File: src/rtl/burst_col_gen.sv
module burst_col_gen #(
  parameter int COL_W = 8
) (
  input  logic             clk,
  input  logic             rst_n,
  input  logic             start,
  input  logic             stop,
  input  logic [COL_W-1:0] start_col,
  input  logic [2:0]       len_code,
  input  logic             interleave,
  input  logic             is_write,
  input  logic             single_write,
  output logic [COL_W-1:0] col,
  output logic             beat_valid,
  output logic             last_beat
);
  localparam logic [COL_W-1:0] ALL_ONES = '1;

  logic             active, full, ilv;
  logic [COL_W-1:0] base, cnt, mask;
  logic [COL_W-1:0] ld_mask;
  logic             ld_full;

  always_comb begin
    ld_full = 1'b0;
    case (len_code)
      3'd1:    ld_mask = COL_W'(1);
      3'd2:    ld_mask = COL_W'(3);
      3'd3:    ld_mask = COL_W'(7);
      3'd7:    begin ld_mask = ALL_ONES; ld_full = 1'b1; end
      default: ld_mask = '0;
    endcase
    if (is_write && single_write) begin
      ld_mask = '0;
      ld_full = 1'b0;
    end
  end

  assign col        = ilv ? (base ^ cnt) : ((base & ~mask) | ((base + cnt) & mask));
  assign beat_valid = active;
  assign last_beat  = active && !full && (cnt == mask);

  always_ff @(posedge clk) begin
    if (!rst_n) begin
      active <= 1'b0;
      full   <= 1'b0;
      ilv    <= 1'b0;
      base   <= '0;
      cnt    <= '0;
      mask   <= '0;
    end else if (start) begin
      active <= 1'b1;
      full   <= ld_full;
      ilv    <= interleave && !ld_full;
      base   <= start_col;
      cnt    <= '0;
      mask   <= ld_mask;
    end else if (stop) begin
      active <= 1'b0;
    end else if (active) begin
      if (last_beat) active <= 1'b0;
      else           cnt    <= cnt + 1'b1;
    end
  end

  AST_FIRST_BEAT: assert property (@(posedge clk) disable iff (!rst_n)
    start |=> beat_valid && col == $past(start_col));
  AST_LAST_HAS_VALID: assert property (@(posedge clk) disable iff (!rst_n)
    last_beat |-> beat_valid);
  AST_IDLE_AFTER_LAST: assert property (@(posedge clk) disable iff (!rst_n)
    last_beat && !start |=> !beat_valid);
  AST_FULL_NO_LAST: assert property (@(posedge clk) disable iff (!rst_n)
    start && len_code == 3'd7 && !(is_write && single_write) |=> !last_beat);
  AST_SINGLE_WRITE: assert property (@(posedge clk) disable iff (!rst_n)
    start && is_write && single_write |=> last_beat);
  AST_STOP_ENDS: assert property (@(posedge clk) disable iff (!rst_n)
    stop && !start |=> !beat_valid);
endmodule

File: config.mk
export PLATFORM = sky130hd
export DESIGN_NAME = burst_col_gen
export DESIGN_NICKNAME = d
export VERILOG_FILES = /design/src/rtl/burst_col_gen.sv
export SDC_FILE = /design/constraint.sdc
export NUM_CORES = 1
export LEC_CHECK = 0
export ABC_CLOCK_PERIOD_IN_PS = 1700
export BUFFER_PORTS_ARGS = -buffer_cell sky130_fd_sc_hd__buf_2
export CORE_AREA = 4 4 63 65
export CTS_CLUSTER_SIZE = 8
export DETAILED_ROUTE_END_ITERATION = 8
export DIE_AREA = 0 0 67 69
export GPL_TIMING_DRIVEN = 0
export PLACE_DENSITY = 0.77
export SYNTH_ARGS = -nofsm -noshare
export SYNTH_HDL_FRONTEND = slang
export SYNTH_SLANG_ARGS = --single-unit
File: constraint.sdc
create_clock -name clk -period 1.7 [get_ports clk]
set_input_delay 0.085 -clock clk [delete_from_list [all_inputs] [get_ports clk]]
set_output_delay 0.085 -clock clk [all_outputs]
set_load 0.1 [all_outputs]
## Word level (Yosys, flattened, before mapping)

Cells that the tools add are included.

| word-level totals | value |
|---|---|
| register bits after elaboration | 27 |
| bits of input ports | 18 |
| output and inout bits | 10 |
| word-level logic and storage cells | 38 |

| cells by class | value |
|---|---|
| $add $sub $neg | 2 |
| equality and inequality tests | 5 |
| multiplexer cells | 9 |
| bitwise operators | 8 |
| reductions and logical operators | 8 |

Operator list:

| operator | number |
|---|---|
| 8-bit case mux with 4 select lines | 1 |
| 8-bit bitwise AND | 2 |
| 8-bit 2-to-1 mux | 2 |
| 8-bit by 1-bit adder with 8-bit output (second input constant) | 1 |
| 8-bit adder | 1 |
| 8-bit equality test | 1 |
| 8-bit inverter | 1 |
| 8-bit bitwise OR | 1 |
| 8-bit XOR | 1 |
| 3-bit by 2-bit equality test with 1-bit output (second input constant) | 2 |
| 1-bit 2-to-1 mux | 6 |
| 1-bit logical AND | 4 |
| 3-bit by 1-bit equality test with 1-bit output (second input constant) | 1 |
| 3-bit equality test (second input constant) | 1 |
| 1-bit inverter | 3 |
| 3-bit AND reduction | 1 |
| 1-bit logical NOT | 2 |
| 2-bit OR reduction | 1 |

## Depth between registers and ports, before layout

Gate-level depths: netlist (run 1).

| logic depth | value |
|---|---|
| word-level depth | 7 |
| gate-level depth with buffers | 8 |
| depth with buffers taken out | 8 |

## Worst setup path before layout (run 1)

OpenSTA, ideal clock, no wires.

| path | value |
|---|---|
| path type | register to output |
| from | register cnt[0] |
| to | output port col[4] |
| arrival | 3656 ps |
| required time | 1615 ps |
| path slack | -2041 ps |
| stages on the path, launching flop included | 9 |
| path through | dfxtp_1 > ha_1 > inv_1 > fa_1 > nor2b_1 > o21ai_0 > a211oi_1 > a31oi_1 > o21ai_0 |

| on the way | value |
|---|---|
| cells in the longest elaborated chain, start to end | 4 |

RTL lines:

| item | RTL line | RTL |
|---|---|---|
| start: declaration | 20 | `logic [COL_W-1:0] base, cnt, mask;` |
| start signal: assignment | 62 | `else cnt <= cnt + 1'b1;` |
| 8-bit adder | 39 | `assign col = ilv ? (base ^ cnt) : ((base & ~mask) \| ((base + cnt) & mask));` |
| 8-bit bitwise AND | 39 |  |
| 8-bit bitwise OR | 39 |  |
| 8-bit 2-to-1 mux | 39 |  |
| end: declaration | 13 | `output logic [COL_W-1:0] col,` |

Every way passes these cells.

## Worst setup path after layout (run 1)

| path | value |
|---|---|
| from | register cnt[0] |
| to | output port col[5] |

The elaborated chain is that of the path after synthesis.

==> results.sh, run 1 <==
export IMPL_status="finished, violations left"
export IMPL_violations="setup timing"
export IMPL_slew_viol_final=0
export IMPL_maxCapViolCount=0
export IMPL_grt_first_pass_wirelength_um=7160
export IMPL_n_fill_cell=252
export IMPL_yosysSeqAreaShare=0.306
export IMPL_critPathArrivalTime_ps=2150
export IMPL_grt_max_degree=15
export IMPL_rsz0062_at_grt="yes"
export IMPL_required_ps=1620
export IMPL_min_period_ps=2240
export IMPL_portBuffers=27
export IMPL_std_cell_rows=21
export IMPL_wirelength_um=4470
export IMPL_synth_edff_count=0
export IMPL_power_frac_seq=0.446
export IMPL_final_common_cell="buf_2"
export IMPL_worst_pin_slew_ps=591
export IMPL_synthCells=172
export IMPL_power_density_mw_per_mm2=554
export IMPL_ys_dominant_reg_cell="dfxtp_1"
export IMPL_drt_iter0_markers=63
export IMPL_fmax_mhz=446
export IMPL_syn_nets=199
export IMPL_switching_share=0.371
export IMPL_overflow=0
export IMPL_cp_slowest_cell="dfxtp_4"
export IMPL_p_leak_nw=0.871
export IMPL_worst_setup_path_start_kind="register"
export IMPL_antenna_found_initial=0
export IMPL_globalplace_congestion=0.872
export IMPL_crit_type="register to output port"
export IMPL_switchingPower_uw=484
export IMPL_detailed_place_area_mm2=0.00190
export IMPL_core_mm2=0.00334
export IMPL_htree_levels=1
export IMPL_grt_usage=0.195
export IMPL_syn_area_mm2=0.00151
export IMPL_antennaDiodeCount=0
export IMPL_combPwrFrac=0.341
export IMPL_intPower_uw=819
export IMPL_cts_tree="done"
export IMPL_vdd_ir_drop_max_mv=0.655
export IMPL_final_antenna_net_count=0
export IMPL_grt_pass1_vias=1551
export IMPL_layout_common_cells="19 x buf_2, 16 x buf_4, 15 x nand2_1"
export IMPL_yosysTopAreaCell="dfxtp_1"
export IMPL_min_path_type="primary input to register"
export IMPL_fp_dieArea_mm2=0.00462
export IMPL_p_total_mw=1.30
export IMPL_drive_gt1_frac=0.520
export IMPL_synth_avg_cell_area_um2=8.75
export IMPL_initial_core_util=0.451
export IMPL_cp_num_buf_inv=2
export IMPL_timing_final_hold_violations=0
export IMPL_fp_dieW_um=67
export IMPL_finalSetupViolCount=17
export IMPL_cts_sinks=23
export IMPL_fin_skew_ps=1.64
export IMPL_pin_count=28
export IMPL_worst_path_dominant_cell_family="compound AO/OA/AOI/OAI gates"
export IMPL_fin_ws_ps=-540
export IMPL_end_kind="output port"
export IMPL_vias=1506
export IMPL_nets=249
export IMPL_clockBufferDepth=2
export IMPL_wl_per_cell_um=16.7
export IMPL_p_clk_frac=0.213
export IMPL_synthTopCellsByArea="dfxtp_1 31%, ha_1 6.7%, mux2i_1 6.0%, xnor2_1 4.7%, nor2b_1 4.2%"
export IMPL_dpl_worst_slack_ps=-504
export IMPL_root_buffer="clkbuf_4"
export IMPL_synth_warnings=0
export IMPL_slowest_delay_ps=380
export IMPL_remaining_drc_errors=0
export IMPL_synth_cell_types=44
export IMPL_crit_chain="ha_4 -> buf_4 -> a21o_1 -> a211oi_2 -> o21bai_1 -> mux2i_1 -> a221o_2 -> buf_12"
export IMPL_post_dp_hpwl_um=3030
export IMPL_worstSkewPairLatency_ps=340
export IMPL_cts_buffers=3
export IMPL_path_max_fanout=2
export IMPL_die_h_um=69
export IMPL_dr_pass1_iters=4
export IMPL_synth_async_reset_ratio=0
export IMPL_timing_slew_headroom=0.606
export IMPL_synthToLayoutAreaGrowth_pct=56.3
export IMPL_vias_per_cell=5.64
export IMPL_path_clk_slew_ps=140
export IMPL_fin_crit_sh=1.32
export IMPL_final_util=0.705
export IMPL_ys_ff_latch=23
export IMPL_yosysTopAreaCellShare=0.306
export IMPL_setup_tns_ps=-4110
export IMPL_final_area_mm2=0.00235
## final cells by class
| type | instances | area (um^2) | share of cell area |
|---|---|---|---|
| Clock inverter | 1 | 7.51 | 0.00319 |
| Sequential cell | 23 | 500 | 0.213 |
| Timing Repair Buffer | 46 | 409 | 0.174 |
| Buffer | 4 | 16.3 | 0.00691 |
| Clock buffer | 3 | 22.5 | 0.00957 |
| Inverter | 5 | 18.8 | 0.00798 |
| Tap cell | 46 | 57.6 | 0.0245 |
| Multi-Input combinational cell | 139 | 1320 | 0.561 |
## registers in the layout (all words and copies together) (netlist names)
| register | flops |
|---|---|
| beat_valid | 1 |
| ilv | 1 |
| full | 1 |
| mask | 4 |
| base | 8 |
| cnt | 8 |
## repair_timing
item,in CTS,in global routing
pin swaps,22,11
gates resized for setup,57,12
setup endpoints to repair,18,18
hold buffers,0,0
setup buffers,12,8
## synth_stat cells, types with 2 or more instances
cell / n
clkbuf_1: 4
a21oi_1: 7
xnor2_1: 8
o21ai_0: 11
nand2b_1: 4
mux2i_1: 9
or3_1: 2
nor3_1: 4
inv_1: 5
xor2_1: 3
a211oi_1: 6
nand3_1: 4
nand4_1: 5
and3_1: 2
a21o_1: 3
nor2_1: 11
nor2b_1: 10
a22oi_1: 3
nand2_1: 15
a221o_1: 2
dfxtp_1: 23
o21bai_1: 2
ha_1: 8
## path summary, 6_finish.rpt
kind | from | to | slack, ps | depth (start not counted)
worst min register to register | full$_SDFFE_PN0P_ | full$_SDFFE_PN0P_ | 510 | 2
worst min-delay path | interleave | ilv$_SDFFE_PN0P_ | 10 | 3
worst max register to register | cnt[6]$_SDFFE_PP0P_ | cnt[7]$_SDFFE_PP0P_ | -110 | 6
worst max-delay path | cnt[0]$_SDFFE_PP0P_ | col[5] | -540 | 8
## layer usage
metal	track usage	wire length (um)
met5	0	0
met4	0.0676	63
met3	0.0276	196
met2	0.332	2360
met1	0.246	1850
## power groups by stage
stage | registers, mW | clock network [mW] | logic (mW)
floorplan | 0.595 | 0 | 0.268
global placement | 0.590 | 0 | 0.336
detailed placement | 0.592 | 0 | 0.344
CTS | 0.578 | 0.275 | 0.412
global route | 0.584 | 0.307 | 0.466
finish | 0.581 | 0.278 | 0.444
## per-stage QoR
stage	std cells	hold WS [ps]
floorplan	172	197
global placement	245	344
finish	267	10.8
global route	267	19.2
CTS	260	21.9
detailed placement	245	356
## kinds of logic after synthesis
| group | count (synthesis) | share of synthesized area |
|---|---|---|
| buf+inv | 10 | 0.0249 |
| fa+ha+maj | 9 | 0.0798 |
| mux | 10 | 0.0673 |
| xor+xnor | 11 | 0.0640 |
| simple gates | 63 | 0.229 |
| compound gates | 46 | 0.229 |
| flops | 23 | 0.306 |
## worst reg2reg max path: cells and delay by family, from the launching register on
family | cells | cell delay, ps
DFF | 1 | 380
buffers and inverters | 1 | 200
AOI/OAI and AO/OA | 2 | 370
xor gates and xnor gates | 1 | 160
and+or+nand+nor | 2 | 590
(Power assumes the default switching activity.)
==> run 2: changes to the inputs <==
CORE_AREA = 4 4 61 63   (was 4 4 63 65)
DIE_AREA = 0 0 65 67   (was 0 0 67 69)
PLACE_DENSITY = 0.81   (was 0.77)
==> results.sh, run 2 (synthesis gave the netlist of run 1 again) <==
export IMPL_core_mm2=0.00323
export IMPL_path_max_fanout=3
export IMPL_clockBufferDepth=2
export IMPL_vias=1493
export IMPL_timing_final_hold_violations=0
export IMPL_grt_max_degree=13
export IMPL_required_ps=1620
export IMPL_cts_tree="done"
export IMPL_power_density_mw_per_mm2=544
export IMPL_fin_crit_sh=1.29
export IMPL_vias_per_cell=5.55
export IMPL_p_total_mw=1.28
export IMPL_drive_gt1_frac=0.525
export IMPL_root_buffer="clkbuf_4"
export IMPL_n_fill_cell=244
export IMPL_status="finished, violations left"
export IMPL_wirelength_um=4300
export IMPL_p_leak_nw=0.885
export IMPL_hold_worst_slack_ps=22.4
export IMPL_globalplace_congestion=0.811
export IMPL_cts_buffers=3
export IMPL_final_util=0.728
export IMPL_dp_cells=245
export IMPL_htree_levels=1
export IMPL_wl_per_cell_um=16.0
export IMPL_rsz0062_at_grt="yes"
export IMPL_setup_tns_ps=-3530
export IMPL_grt_pass1_vias=1537
export IMPL_fin_ws_ps=-500
export IMPL_fp_dieW_um=65
export IMPL_critPathArrivalTime_ps=2120
export IMPL_violations="setup timing"
export IMPL_std_cell_rows=21
export IMPL_path_clk_slew_ps=120
export IMPL_final_antenna_net_count=0
export IMPL_worstSkewPairLatency_ps=310
export IMPL_stdcell_count=269
export IMPL_top_regs="base x8, cnt x8, mask x4"
export IMPL_postCtsHoldBufs=0
export IMPL_antennaDiodeCount=0
export IMPL_nets=251
export IMPL_die_h_um=67
export IMPL_timing_slew_headroom=0.576
export IMPL_finalSetupViolCount=17
export IMPL_worst_pin_slew_ps=636
export IMPL_initial_core_util=0.466
export IMPL_worst_setup_path_start_kind="register"
export IMPL_fp_dieArea_mm2=0.00436
export IMPL_post_dp_hpwl_um=2730
export IMPL_cts_sinks=23
export IMPL_min_path_type="primary input to register"
export IMPL_crit_type="register to output port"
export IMPL_antenna_found_initial=0
export IMPL_synthToLayoutAreaGrowth_pct=56.3
export IMPL_fin_skew_ps=3.71
export IMPL_maxCapViolCount=0
export IMPL_layout_common_cells="19 x buf_2, 19 x buf_4, 14 x nand2_1"
export IMPL_grt_first_pass_wirelength_um=7480
export IMPL_end_kind="output port"
export IMPL_remaining_drc_errors=0
export IMPL_pin_count=28
export IMPL_slew_viol_final=0
export IMPL_vdd_ir_drop_max_mv=0.478
export IMPL_overflow=0
export IMPL_dr_pass1_iters=4
export IMPL_min_period_ps=2200
export IMPL_portBuffers=27
export IMPL_drt_iter0_markers=96
export IMPL_fmax_mhz=455
export IMPL_grt_usage=0.222
-- run 2: cell count changes in the layout (fill, tap and decap cells not counted), moves of 2 or more --
cell      change
buf_4         +3
a211oi_1      -2
xor2_1        +2
a211oi_2      +2
xor2_2        -2
-- run 2: path summary, 6_finish.rpt --
path | cells after the start | to | slack [ps] | start
setup / recovery | 9 | col[4] | -500 | base[0]$_SDFFE_PN0P_
hold reg to reg | 2 | full$_SDFFE_PN0P_ | 490 | full$_SDFFE_PN0P_
hold / removal | 3 | base[0]$_SDFFE_PN0P_ | 20 | start_col[0]
setup reg to reg | 6 | cnt[0]$_SDFFE_PP0P_ | -80 | cnt[6]$_SDFFE_PP0P_
-- run 2: area by class of cell --
type | instances | area [um^2] | share of cell area
flip-flops and latches | 23 | 503 | 0.214
well taps | 46 | 57.6 | 0.0245
repair buffers | 48 | 420 | 0.179
inverters | 5 | 18.8 | 0.00798
clock buffers | 4 | 26.3 | 0.0112
multi-input cells | 139 | 1310 | 0.557
plain buffers | 4 | 16.3 | 0.00691
-- run 2: worst max-delay path, cell delays in order, from the launching register on --
cell      delay, ps
dfxtp_2         390
ha_4            150
inv_2            40
fa_2            340
nor2b_1         140
o21ai_2         110
a211oi_2        230
a31oi_2          80
o21ai_4         150
buf_12          190
-- run 2: per-layer routing --
metal	GRT usage	routed length (um)	vias to the layer above
met1	0.273	1900	720
met2	0.383	2170	30
met5	0	0	-
li1	-	-	737
met3	0.0489	186	6
met4	0.0686	43	0
-- run 2: report_power, final --
part / internal, mW / switching, mW / total (mW) / leakage (nW)
sequential: 0.548 / 0.0313 / 0.579 / 0.197
combinational: 0.173 / 0.266 / 0.439 / 0.673
clock: 0.0917 / 0.169 / 0.260 / 0.0150
total: 0.813 / 0.466 / 1.28 / 0.885
-- run 2: through the flow --
step           setup WS [ps]  cell area (um^2)
5_1_grt                 -604              2350
2_1_floorplan           -328              1710
3_3_place_gp            -408              1900
4_1_cts                 -494              2290
6_report                -500              2350
3_5_place_dp            -440              1900
-- run 2: what timing repair did --
action,4_1_cts,5_1_grt
pin swaps,27,7
endpoints found under the setup margin,18,18
gates cloned,0,0
gates resized for setup,61,7
setup buffers,15,7
